File: config.mk
export PLATFORM = sky130hd
export DESIGN_NAME = tsb_ptr_gen
export DESIGN_NICKNAME = d
export VERILOG_FILES = /design/src/rtl/tsbp_pkg.sv /design/src/rtl/tsbp_regfile.sv /design/src/rtl/tsbp_select.sv /design/src/rtl/tsbp_merge.sv /design/src/rtl/tsb_ptr_gen.sv
export SDC_FILE = /design/constraint.sdc
export NUM_CORES = 1
export LEC_CHECK = 0
export BUFFER_PORTS_ARGS = -buffer_cell sky130_fd_sc_hd__buf_4
export CAP_MARGIN = 20
export CORE_MARGIN = 2
export CORE_UTILIZATION = 52
export CTS_BUF_LIST = sky130_fd_sc_hd__clkbuf_4 sky130_fd_sc_hd__clkbuf_8
export CTS_CLUSTER_SIZE = 12
export DETAILED_ROUTE_END_ITERATION = 10
export PLACE_DENSITY = 0.7
export SETUP_SLACK_MARGIN = 0.1
export SYNTH_ARGS = -nofsm -noshare
export SYNTH_HDL_FRONTEND = slang
export SYNTH_SLANG_ARGS = --single-unit
File: constraint.sdc
create_clock -name clk_i -period 9.97 [get_ports clk_i]
set_clock_uncertainty 0.2 [all_clocks]
set_input_delay 2.991 -clock clk_i [delete_from_list [all_inputs] [get_ports clk_i]]
set_output_delay 2.991 -clock clk_i [all_outputs]
set_load 0.005 [all_outputs]
File: src/rtl/tsbp_pkg.sv
package tsbp_pkg;
  localparam int unsigned NUM_SLOTS = 4;
  localparam int unsigned SEL_W     = 3;
  localparam int unsigned PS_W      = 3;
  localparam int unsigned SIZE_W    = 4;
  localparam int unsigned SPLIT_BIT = 12;

  typedef enum logic [SEL_W-1:0] {
    SEL_TAG   = 3'd0,
    SEL_SLOT0 = 3'd1,
    SEL_SLOT1 = 3'd2,
    SEL_SLOT2 = 3'd3,
    SEL_SLOT3 = 3'd4,
    SEL_CFGZ  = 3'd5,
    SEL_CFGN  = 3'd6,
    SEL_NONE  = 3'd7
  } reg_sel_e;

  typedef struct packed {
    logic [PS_W-1:0] ps_hi;
    logic [PS_W-1:0] ps_lo;
  } ctx_cfg_t;
endpackage

File: src/rtl/tsbp_regfile.sv
module tsbp_regfile
  import tsbp_pkg::*;
#(
  parameter int unsigned DATA_W  = 64,
  parameter int unsigned HI_LSB  = 8
) (
  input  logic                              clk_i,
  input  logic                              rst_ni,
  input  logic                              wr_en_i,
  input  logic [SEL_W-1:0]                  wr_sel_i,
  input  logic [DATA_W-1:0]                 wr_data_i,
  output logic [DATA_W-1:0]                 tag_o,
  output logic [NUM_SLOTS-1:0][DATA_W-1:0]  slot_o,
  output ctx_cfg_t                          cfg_z_o,
  output ctx_cfg_t                          cfg_n_o
);
  logic [DATA_W-1:0] tag_q;
  ctx_cfg_t          cfg_z_q, cfg_n_q;

  always_ff @(posedge clk_i or negedge rst_ni) begin
    if (!rst_ni) begin
      tag_q <= '0;
    end else if (wr_en_i && wr_sel_i == SEL_TAG) begin
      tag_q <= wr_data_i;
    end
  end

  // only the page-size fields are kept
  always_ff @(posedge clk_i or negedge rst_ni) begin
    if (!rst_ni) begin
      cfg_z_q <= '0;
      cfg_n_q <= '0;
    end else if (wr_en_i) begin
      if (wr_sel_i == SEL_CFGZ) begin
        cfg_z_q.ps_lo <= wr_data_i[PS_W-1:0];
        cfg_z_q.ps_hi <= wr_data_i[HI_LSB+PS_W-1:HI_LSB];
      end
      if (wr_sel_i == SEL_CFGN) begin
        cfg_n_q.ps_lo <= wr_data_i[PS_W-1:0];
        cfg_n_q.ps_hi <= wr_data_i[HI_LSB+PS_W-1:HI_LSB];
      end
    end
  end

  for (genvar k = 0; k < NUM_SLOTS; k++) begin : g_slot
    localparam logic [SEL_W-1:0] MY_SEL = SEL_W'(k + 1);
    logic [DATA_W-1:0] slot_q;
    always_ff @(posedge clk_i or negedge rst_ni) begin
      if (!rst_ni) begin
        slot_q <= '0;
      end else if (wr_en_i && wr_sel_i == MY_SEL) begin
        slot_q <= wr_data_i;
      end
    end
    assign slot_o[k] = slot_q;
  end

  assign tag_o   = tag_q;
  assign cfg_z_o = cfg_z_q;
  assign cfg_n_o = cfg_n_q;
endmodule

File: src/rtl/tsbp_select.sv
module tsbp_select
  import tsbp_pkg::*;
#(
  parameter int unsigned DATA_W = 64,
  parameter int unsigned CTX_W  = 13
) (
  input  logic                              mode_hv_i,
  input  logic                              idx_i,
  input  logic [DATA_W-1:0]                 tag_i,
  input  logic [NUM_SLOTS-1:0][DATA_W-1:0]  slot_i,
  input  ctx_cfg_t                          cfg_z_i,
  input  ctx_cfg_t                          cfg_n_i,
  output logic [DATA_W-1:0]                 word_o,
  output logic [PS_W-1:0]                   ps_o
);
  logic     ctx_nz;
  logic [1:0] slot_idx;
  ctx_cfg_t cfg;

  assign ctx_nz = |tag_i[CTX_W-1:0];
  assign cfg    = ctx_nz ? cfg_n_i : cfg_z_i;

  always_comb begin
    if (mode_hv_i) begin
      slot_idx = {ctx_nz, idx_i};
      ps_o     = idx_i ? cfg.ps_hi : cfg.ps_lo;
    end else begin
      slot_idx = 2'd0;
      ps_o     = {{(PS_W-1){1'b0}}, idx_i};
    end
  end

  assign word_o = slot_i[slot_idx];
endmodule

File: src/rtl/tsbp_merge.sv
module tsbp_merge
  import tsbp_pkg::*;
#(
  parameter int unsigned DATA_W = 64,
  parameter int unsigned CTX_W  = 13,
  parameter int unsigned ALIGN  = 4
) (
  input  logic              idx_i,
  input  logic [DATA_W-1:0] tag_i,
  input  logic [DATA_W-1:0] word_i,
  input  logic [PS_W-1:0]   ps_i,
  output logic [DATA_W-1:0] ptr_o
);
  localparam int unsigned SH_W = 6;
  localparam logic [DATA_W-1:0] BASE_MASK = {DATA_W{1'b1}} << CTX_W;
  localparam logic [DATA_W-1:0] ALIGN_MASK = {DATA_W{1'b1}} << ALIGN;

  logic [SIZE_W-1:0] size;
  logic              split;
  logic [SH_W-1:0]   va_sh;
  logic [SH_W-1:0]   half_pos;
  logic [DATA_W-1:0] half_bit;
  logic [DATA_W-1:0] mask;
  logic [DATA_W-1:0] va;

  assign size     = word_i[SIZE_W-1:0];
  assign split    = word_i[SPLIT_BIT];
  assign va_sh    = SH_W'(9) + SH_W'(ps_i) * SH_W'(3);
  assign half_pos = SH_W'(CTX_W) + SH_W'(size);
  assign half_bit = DATA_W'(1) << half_pos;

  always_comb begin
    mask = BASE_MASK << size;
    va   = tag_i >> va_sh;
    if (split) begin
      mask = mask << 1;
      va   = idx_i ? (va | half_bit) : (va & ~half_bit);
    end
    ptr_o = ((word_i & mask) | (va & ~mask)) & ALIGN_MASK;
  end
endmodule

File: src/rtl/tsb_ptr_gen.sv
module tsb_ptr_gen
  import tsbp_pkg::*;
#(
  parameter int unsigned DATA_W = 64,
  parameter int unsigned CTX_W  = 13
) (
  input  logic              clk_i,
  input  logic              rst_ni,
  input  logic              mode_hv_i,
  input  logic              wr_en_i,
  input  logic [2:0]        wr_sel_i,
  input  logic [DATA_W-1:0] wr_data_i,
  input  logic              rd_req_i,
  input  logic              rd_idx_i,
  output logic              rd_valid_o,
  output logic [DATA_W-1:0] rd_ptr_o
);
  logic [DATA_W-1:0]                tag;
  logic [NUM_SLOTS-1:0][DATA_W-1:0] slot;
  ctx_cfg_t                         cfg_z, cfg_n;
  logic [DATA_W-1:0]                word;
  logic [PS_W-1:0]                  ps;
  logic [DATA_W-1:0]                ptr_d, ptr_q;
  logic                             valid_q;

  tsbp_regfile #(.DATA_W(DATA_W)) u_regs (
    .clk_i, .rst_ni, .wr_en_i, .wr_sel_i, .wr_data_i,
    .tag_o(tag), .slot_o(slot), .cfg_z_o(cfg_z), .cfg_n_o(cfg_n)
  );

  tsbp_select #(.DATA_W(DATA_W), .CTX_W(CTX_W)) u_sel (
    .mode_hv_i, .idx_i(rd_idx_i), .tag_i(tag), .slot_i(slot),
    .cfg_z_i(cfg_z), .cfg_n_i(cfg_n), .word_o(word), .ps_o(ps)
  );

  tsbp_merge #(.DATA_W(DATA_W), .CTX_W(CTX_W)) u_merge (
    .idx_i(rd_idx_i), .tag_i(tag), .word_i(word), .ps_i(ps), .ptr_o(ptr_d)
  );

  always_ff @(posedge clk_i or negedge rst_ni) begin
    if (!rst_ni) begin
      valid_q <= 1'b0;
      ptr_q   <= '0;
    end else begin
      valid_q <= rd_req_i;
      if (rd_req_i) ptr_q <= ptr_d;
    end
  end

  assign rd_valid_o = valid_q;
  assign rd_ptr_o   = ptr_q;
endmodule

==> run_summary.xml <==
<?xml version="1.0" encoding="UTF-8"?>
<metrics>
  <group name="drt">
    <metric name="drc" unit="">0</metric>
    <metric name="post_dr_wirelength_cell" unit="um">22.96</metric>
    <metric name="drt_first_pass_iters" unit="">5</metric>
    <metric name="drt-vias-per-instance" unit="">6.187</metric>
    <metric name="vias" unit="">12420</metric>
    <metric name="initialDrtViolationCount" unit="">796</metric>
    <metric name="antenna_violating_nets_post_route" unit="">0</metric>
    <metric name="wl" unit="mm">46.08</metric>
  </group>
  <group name="clock_tree">
    <metric name="clock_latency" unit="ns">0.66</metric>
    <metric name="numClockSinks" unit="">361</metric>
    <metric name="max_clock_buf_depth" unit="">3</metric>
    <metric name="cts_hold_repair.buffers" unit="">0</metric>
    <metric name="cts_setup_buffers" unit="">0</metric>
    <metric name="numCtsBuffers" unit="">60</metric>
    <metric name="htreeDepth" unit="">2</metric>
    <metric name="postCtsResizedCells" unit="">0</metric>
    <metric name="tritoncts" unit="">yes</metric>
    <metric name="ctsRootBufferMaster" unit="">sky130_fd_sc_hd__clkbuf_8</metric>
    <metric name="path_clk_slew" unit="ns">0.06</metric>
  </group>
  <group name="sta">
    <metric name="report.final.slew_viol_count" unit="">0</metric>
    <metric name="hold_viol" unit="">0</metric>
    <metric name="total_negative_slack_for_setup_checks" unit="ns">0</metric>
    <metric name="max_slew_margin" unit="%">27.88</metric>
    <metric name="finalHoldWorstSlack" unit="ns">0.3001</metric>
    <metric name="tightestPinTransition" unit="ns">1.077</metric>
    <metric name="layout_min_cycle_time" unit="ns">7.559</metric>
    <metric name="setup_viol_count_final" unit="">0</metric>
    <metric name="fmax" unit="MHz">132.3</metric>
    <metric name="worst_slack" unit="ns">2.411</metric>
    <metric name="grt_setup_unrepaired" unit="">false</metric>
    <metric name="final.period_utilization" unit="%">75.81</metric>
  </group>
  <group name="synthesis">
    <metric name="dominant_combinational_cell_family_by_area_after_synthesis" unit="">multiplexers</metric>
    <metric name="synth_compound_area_share" unit="%">5.480</metric>
    <metric name="synth_top_cells_by_count" unit="">361 x sky130_fd_sc_hd__dfrtp_1, 344 x sky130_fd_sc_hd__mux2_2, 102 x sky130_fd_sc_hd__mux4_2, 83 x sky130_fd_sc_hd__nand2_1, 81 x sky130_fd_sc_hd__clkbuf_1</metric>
    <metric name="seq_area_frac_synth" unit="%">48.25</metric>
    <metric name="synth_fa_ha_area_share" unit="%">0.4411</metric>
    <metric name="synth_top_area_share" unit="%">48.25</metric>
    <metric name="synth.cell_area" unit="um2">18720</metric>
    <metric name="synth-seq-cells" unit="">361</metric>
    <metric name="ys_types" unit="">75</metric>
    <metric name="post_synth_mux_area_share" unit="%">37.28</metric>
    <metric name="post-synth-top-count-cell" unit="">sky130_fd_sc_hd__dfrtp_1</metric>
    <metric name="synth.largest_area_cell" unit="">sky130_fd_sc_hd__dfrtp_1</metric>
    <metric name="post_synth_xor_area_fraction" unit="%">0.1403</metric>
    <metric name="synth_ff_type" unit="">sky130_fd_sc_hd__dfrtp_1</metric>
    <metric name="synthesis.area_per_instance" unit="um2">13.60</metric>
    <metric name="synth_edf_count" unit="">0</metric>
    <metric name="syn_inst" unit="">1377</metric>
    <metric name="synthArstFlopShare" unit="%">100.0</metric>
    <metric name="post_synth_and_or_nand_nor_area_fraction" unit="%">5.687</metric>
    <metric name="synth.yosys.warnings" unit="">0</metric>
    <metric name="synth_area_leaders" unit="">sky130_fd_sc_hd__dfrtp_1 48%, sky130_fd_sc_hd__mux2_2 21%, sky130_fd_sc_hd__mux4_2 12%, sky130_fd_sc_hd__mux2i_1 2.8%, sky130_fd_sc_hd__nand2_1 1.7%</metric>
  </group>
  <group name="setup_path">
    <metric name="crit_startpoint" unit="">rd_idx_i</metric>
    <metric name="critPathMaxFanout" unit="">51</metric>
    <metric name="setup.worst_path.end_class" unit="">flip-flop</metric>
    <metric name="required_time_of_the_critical_path" unit="ns">10.33</metric>
    <metric name="setup.worst_path.class" unit="">primary input to flip-flop</metric>
    <metric name="worst-endpoint-arrival" unit="ns">7.92</metric>
    <metric name="r2r_setup_slack" unit="ns">3.88</metric>
    <metric name="timing.critical_path.from_type" unit="">primary input</metric>
    <metric name="r2r-start" unit="">u_regs.tag_o[12]</metric>
  </group>
  <group name="die">
    <metric name="ioPinCount" unit="">138</metric>
    <metric name="floorplan.initialDensity" unit="%">52.77</metric>
    <metric name="die_y" unit="um">193.8</metric>
    <metric name="row_cnt" unit="">69</metric>
    <metric name="fp.dieArea" unit="um2">37540</metric>
    <metric name="core-area" unit="um2">35480</metric>
    <metric name="die_width" unit="um">193.8</metric>
  </group>
  <group name="cells_and_area">
    <metric name="area_of_all_sequential_standard_cells" unit="um2">9034</metric>
    <metric name="postLayoutCoreUtil" unit="%">60.70</metric>
    <metric name="multi_input_area" unit="um2">9258</metric>
    <metric name="post_route_cells_drive_above_1_share" unit="%">47.15</metric>
    <metric name="layout_stage_area_growth_over_the_synthesis_result" unit="%">15.03</metric>
    <metric name="fill_count" unit="">2790</metric>
    <metric name="final_nets" unit="">1578</metric>
    <metric name="diodes" unit="">0</metric>
  </group>
  <group name="global_routing">
    <metric name="total_congestion_overflow_after_global_routing" unit="">0</metric>
    <metric name="antenna_violations_before_repair" unit="">0</metric>
    <metric name="grt_pass1_wl" unit="mm">74.17</metric>
    <metric name="grt_start_max_net_pins" unit="">169</metric>
    <metric name="overall_global_routing_resource_usage" unit="%">25.03</metric>
    <metric name="grt_pass1_vias" unit="">12750</metric>
  </group>
  <group name="outcome">
    <metric name="result_of_the_run" unit="">finished clean</metric>
  </group>
  <group name="run">
    <metric name="drv_cap" unit="">0</metric>
  </group>
  <group name="placed_design">
    <metric name="post-place-ws" unit="ns">1.714</metric>
    <metric name="buffer_ports.inserted" unit="">133</metric>
    <metric name="gpl.final_weighted_congestion" unit="">0.9341</metric>
    <metric name="dp_hpwl" unit="mm">30.78</metric>
  </group>
  <group name="power">
    <metric name="powerDensity" unit="nW/um2">239.9</metric>
    <metric name="worst_ir_drop_vdd" unit="mV">0.1684</metric>
    <metric name="p_leak" unit="nW">9.165</metric>
  </group>
  <group name="worst_hold_path">
    <metric name="hold_class" unit="">flip-flop to flip-flop</metric>
    <metric name="hold_path.startpoint" unit="">u_regs.g_slot[2].slot_q[33]</metric>
  </group>
</metrics>
==> layer usage <==
metal	global-route usage (%)	share of wire [%]	up-vias
li1	-	-	5482
met1	36.15	45	6491
met2	39.62	48	384
met3	4.540	5.4	61
met4	6.220	1.9	0
met5	0	0	-
==> logic make-up (layout without fill, tap and decap cells) <==
kind of cell,count (synthesis),count (layout)
AO/OA/AOI/OAI,153,153
XOR/XNOR,3,3
adder cells (fa/ha/maj),6,6
buffers and inverters,118,284
flip-flops,361,361
multiplexers,510,510
other,1,4
AND/OR/NAND/NOR,225,225
==> power breakdown <==
part / switching (W) / leakage, nW / internal [W] / total (W)
Clock: 0.000605 / 0.735 / 0.000887 / 0.00149
Combinational: 0.000746 / 4.10 / 0.000841 / 0.00159
Sequential: 0.000264 / 4.33 / 0.00182 / 0.00209
==> state kept, by name, indices dropped and copies added, names as in the netlist <==
| name | cells |
|---|---|
| u_regs.cfg_z_o | 6 |
| rd_ptr_o | 60 |
| u_regs.g_slot.slot_q | 224 |
| rd_valid_o | 1 |
| u_regs.tag_o | 64 |
| u_regs.cfg_n_o | 6 |
==> worst max-delay path, cell delays in order <==
cell	delay [ns]
sky130_fd_sc_hd__buf_4	0.27
sky130_fd_sc_hd__nand2_4	0.34
sky130_fd_sc_hd__nor2_1	0.19
sky130_fd_sc_hd__mux2_4	0.17
sky130_fd_sc_hd__or2_1	0.81
sky130_fd_sc_hd__inv_6	0
sky130_fd_sc_hd__buf_4	0.38
sky130_fd_sc_hd__ha_1	0.39
sky130_fd_sc_hd__xnor2_2	0.87
sky130_fd_sc_hd__buf_4	0.34
sky130_fd_sc_hd__mux2i_1	0.12
sky130_fd_sc_hd__mux4_2	0.48
sky130_fd_sc_hd__a22oi_1	0.26
sky130_fd_sc_hd__a21oi_1	0.11
sky130_fd_sc_hd__a21oi_1	0.17
==> final timing paths <==
kind                       cells past startpoint                          end
max in group asynchronous                      3  u_regs.g_slot[0].slot_q[36]
hold reg to reg                                1  u_regs.g_slot[2].slot_q[33]
min in group asynchronous                      1  u_regs.g_slot[0].slot_q[12]
hold / removal                                 1  u_regs.g_slot[2].slot_q[33]
setup / recovery                              15                  rd_ptr_o[4]
setup reg to reg                              14                  rd_ptr_o[4]
==> stage by stage <==
step / instance area [um2] / total power (W) / cells
final: 21540 / 0.005167 / 2007
after floorplan: 18730 / 0.003099 / 1380
after global routing: 21540 / 0.005431 / 2007
after detailed placement: 20120 / 0.003685 / 1897
after CTS: 21520 / 0.005191 / 2006
after global placement: 20120 / 0.003648 / 1897
==> layout make-up <==
class	instances	area share (%)
multi-input combinational	901	42.98
timing repair buffer	155	5.531
inverter	20	0.3718
tap	461	2.678
sequential	361	41.95
clock inverter	13	0.9644
clock buffer	96	5.525
==> placed cells by master (no fill, tap or decap), types with 3 or more instances in the layout <==
master	synthesis	layout
sky130_fd_sc_hd__nand4b_1	4	4
sky130_fd_sc_hd__nor3_1	20	18
sky130_fd_sc_hd__o21ai_0	24	24
sky130_fd_sc_hd__o21bai_1	3	3
sky130_fd_sc_hd__o31ai_1	5	5
sky130_fd_sc_hd__nor2_1	51	51
sky130_fd_sc_hd__o221ai_1	4	4
sky130_fd_sc_hd__nand2b_1	8	8
sky130_fd_sc_hd__nand2_1	83	82
sky130_fd_sc_hd__ha_1	5	5
sky130_fd_sc_hd__o22ai_1	7	7
sky130_fd_sc_hd__dfrtp_1	361	361
sky130_fd_sc_hd__clkinv_2	0	4
sky130_fd_sc_hd__clkbuf_4	0	21
sky130_fd_sc_hd__a211oi_1	9	9
sky130_fd_sc_hd__mux4_1	10	10
sky130_fd_sc_hd__or3_1	5	5
sky130_fd_sc_hd__conb_1	1	4
sky130_fd_sc_hd__bufinv_16	0	5
sky130_fd_sc_hd__a31oi_1	11	10
sky130_fd_sc_hd__nand4_1	3	3
sky130_fd_sc_hd__inv_1	17	17
sky130_fd_sc_hd__and2_1	6	6
sky130_fd_sc_hd__nor4_1	6	6
sky130_fd_sc_hd__clkbuf_8	0	75
sky130_fd_sc_hd__mux4_2	102	102
sky130_fd_sc_hd__a221oi_1	8	8
sky130_fd_sc_hd__mux2i_1	53	53
sky130_fd_sc_hd__o21a_1	3	3
sky130_fd_sc_hd__mux2_2	344	344
sky130_fd_sc_hd__a221o_1	3	3
sky130_fd_sc_hd__a41oi_1	4	3
sky130_fd_sc_hd__buf_4	7	152
sky130_fd_sc_hd__nor2b_1	6	6
sky130_fd_sc_hd__a21oi_1	38	38
sky130_fd_sc_hd__nand3_1	19	19
sky130_fd_sc_hd__a22oi_1	4	4
No activity file was read; power rests on OpenSTA's default activity.
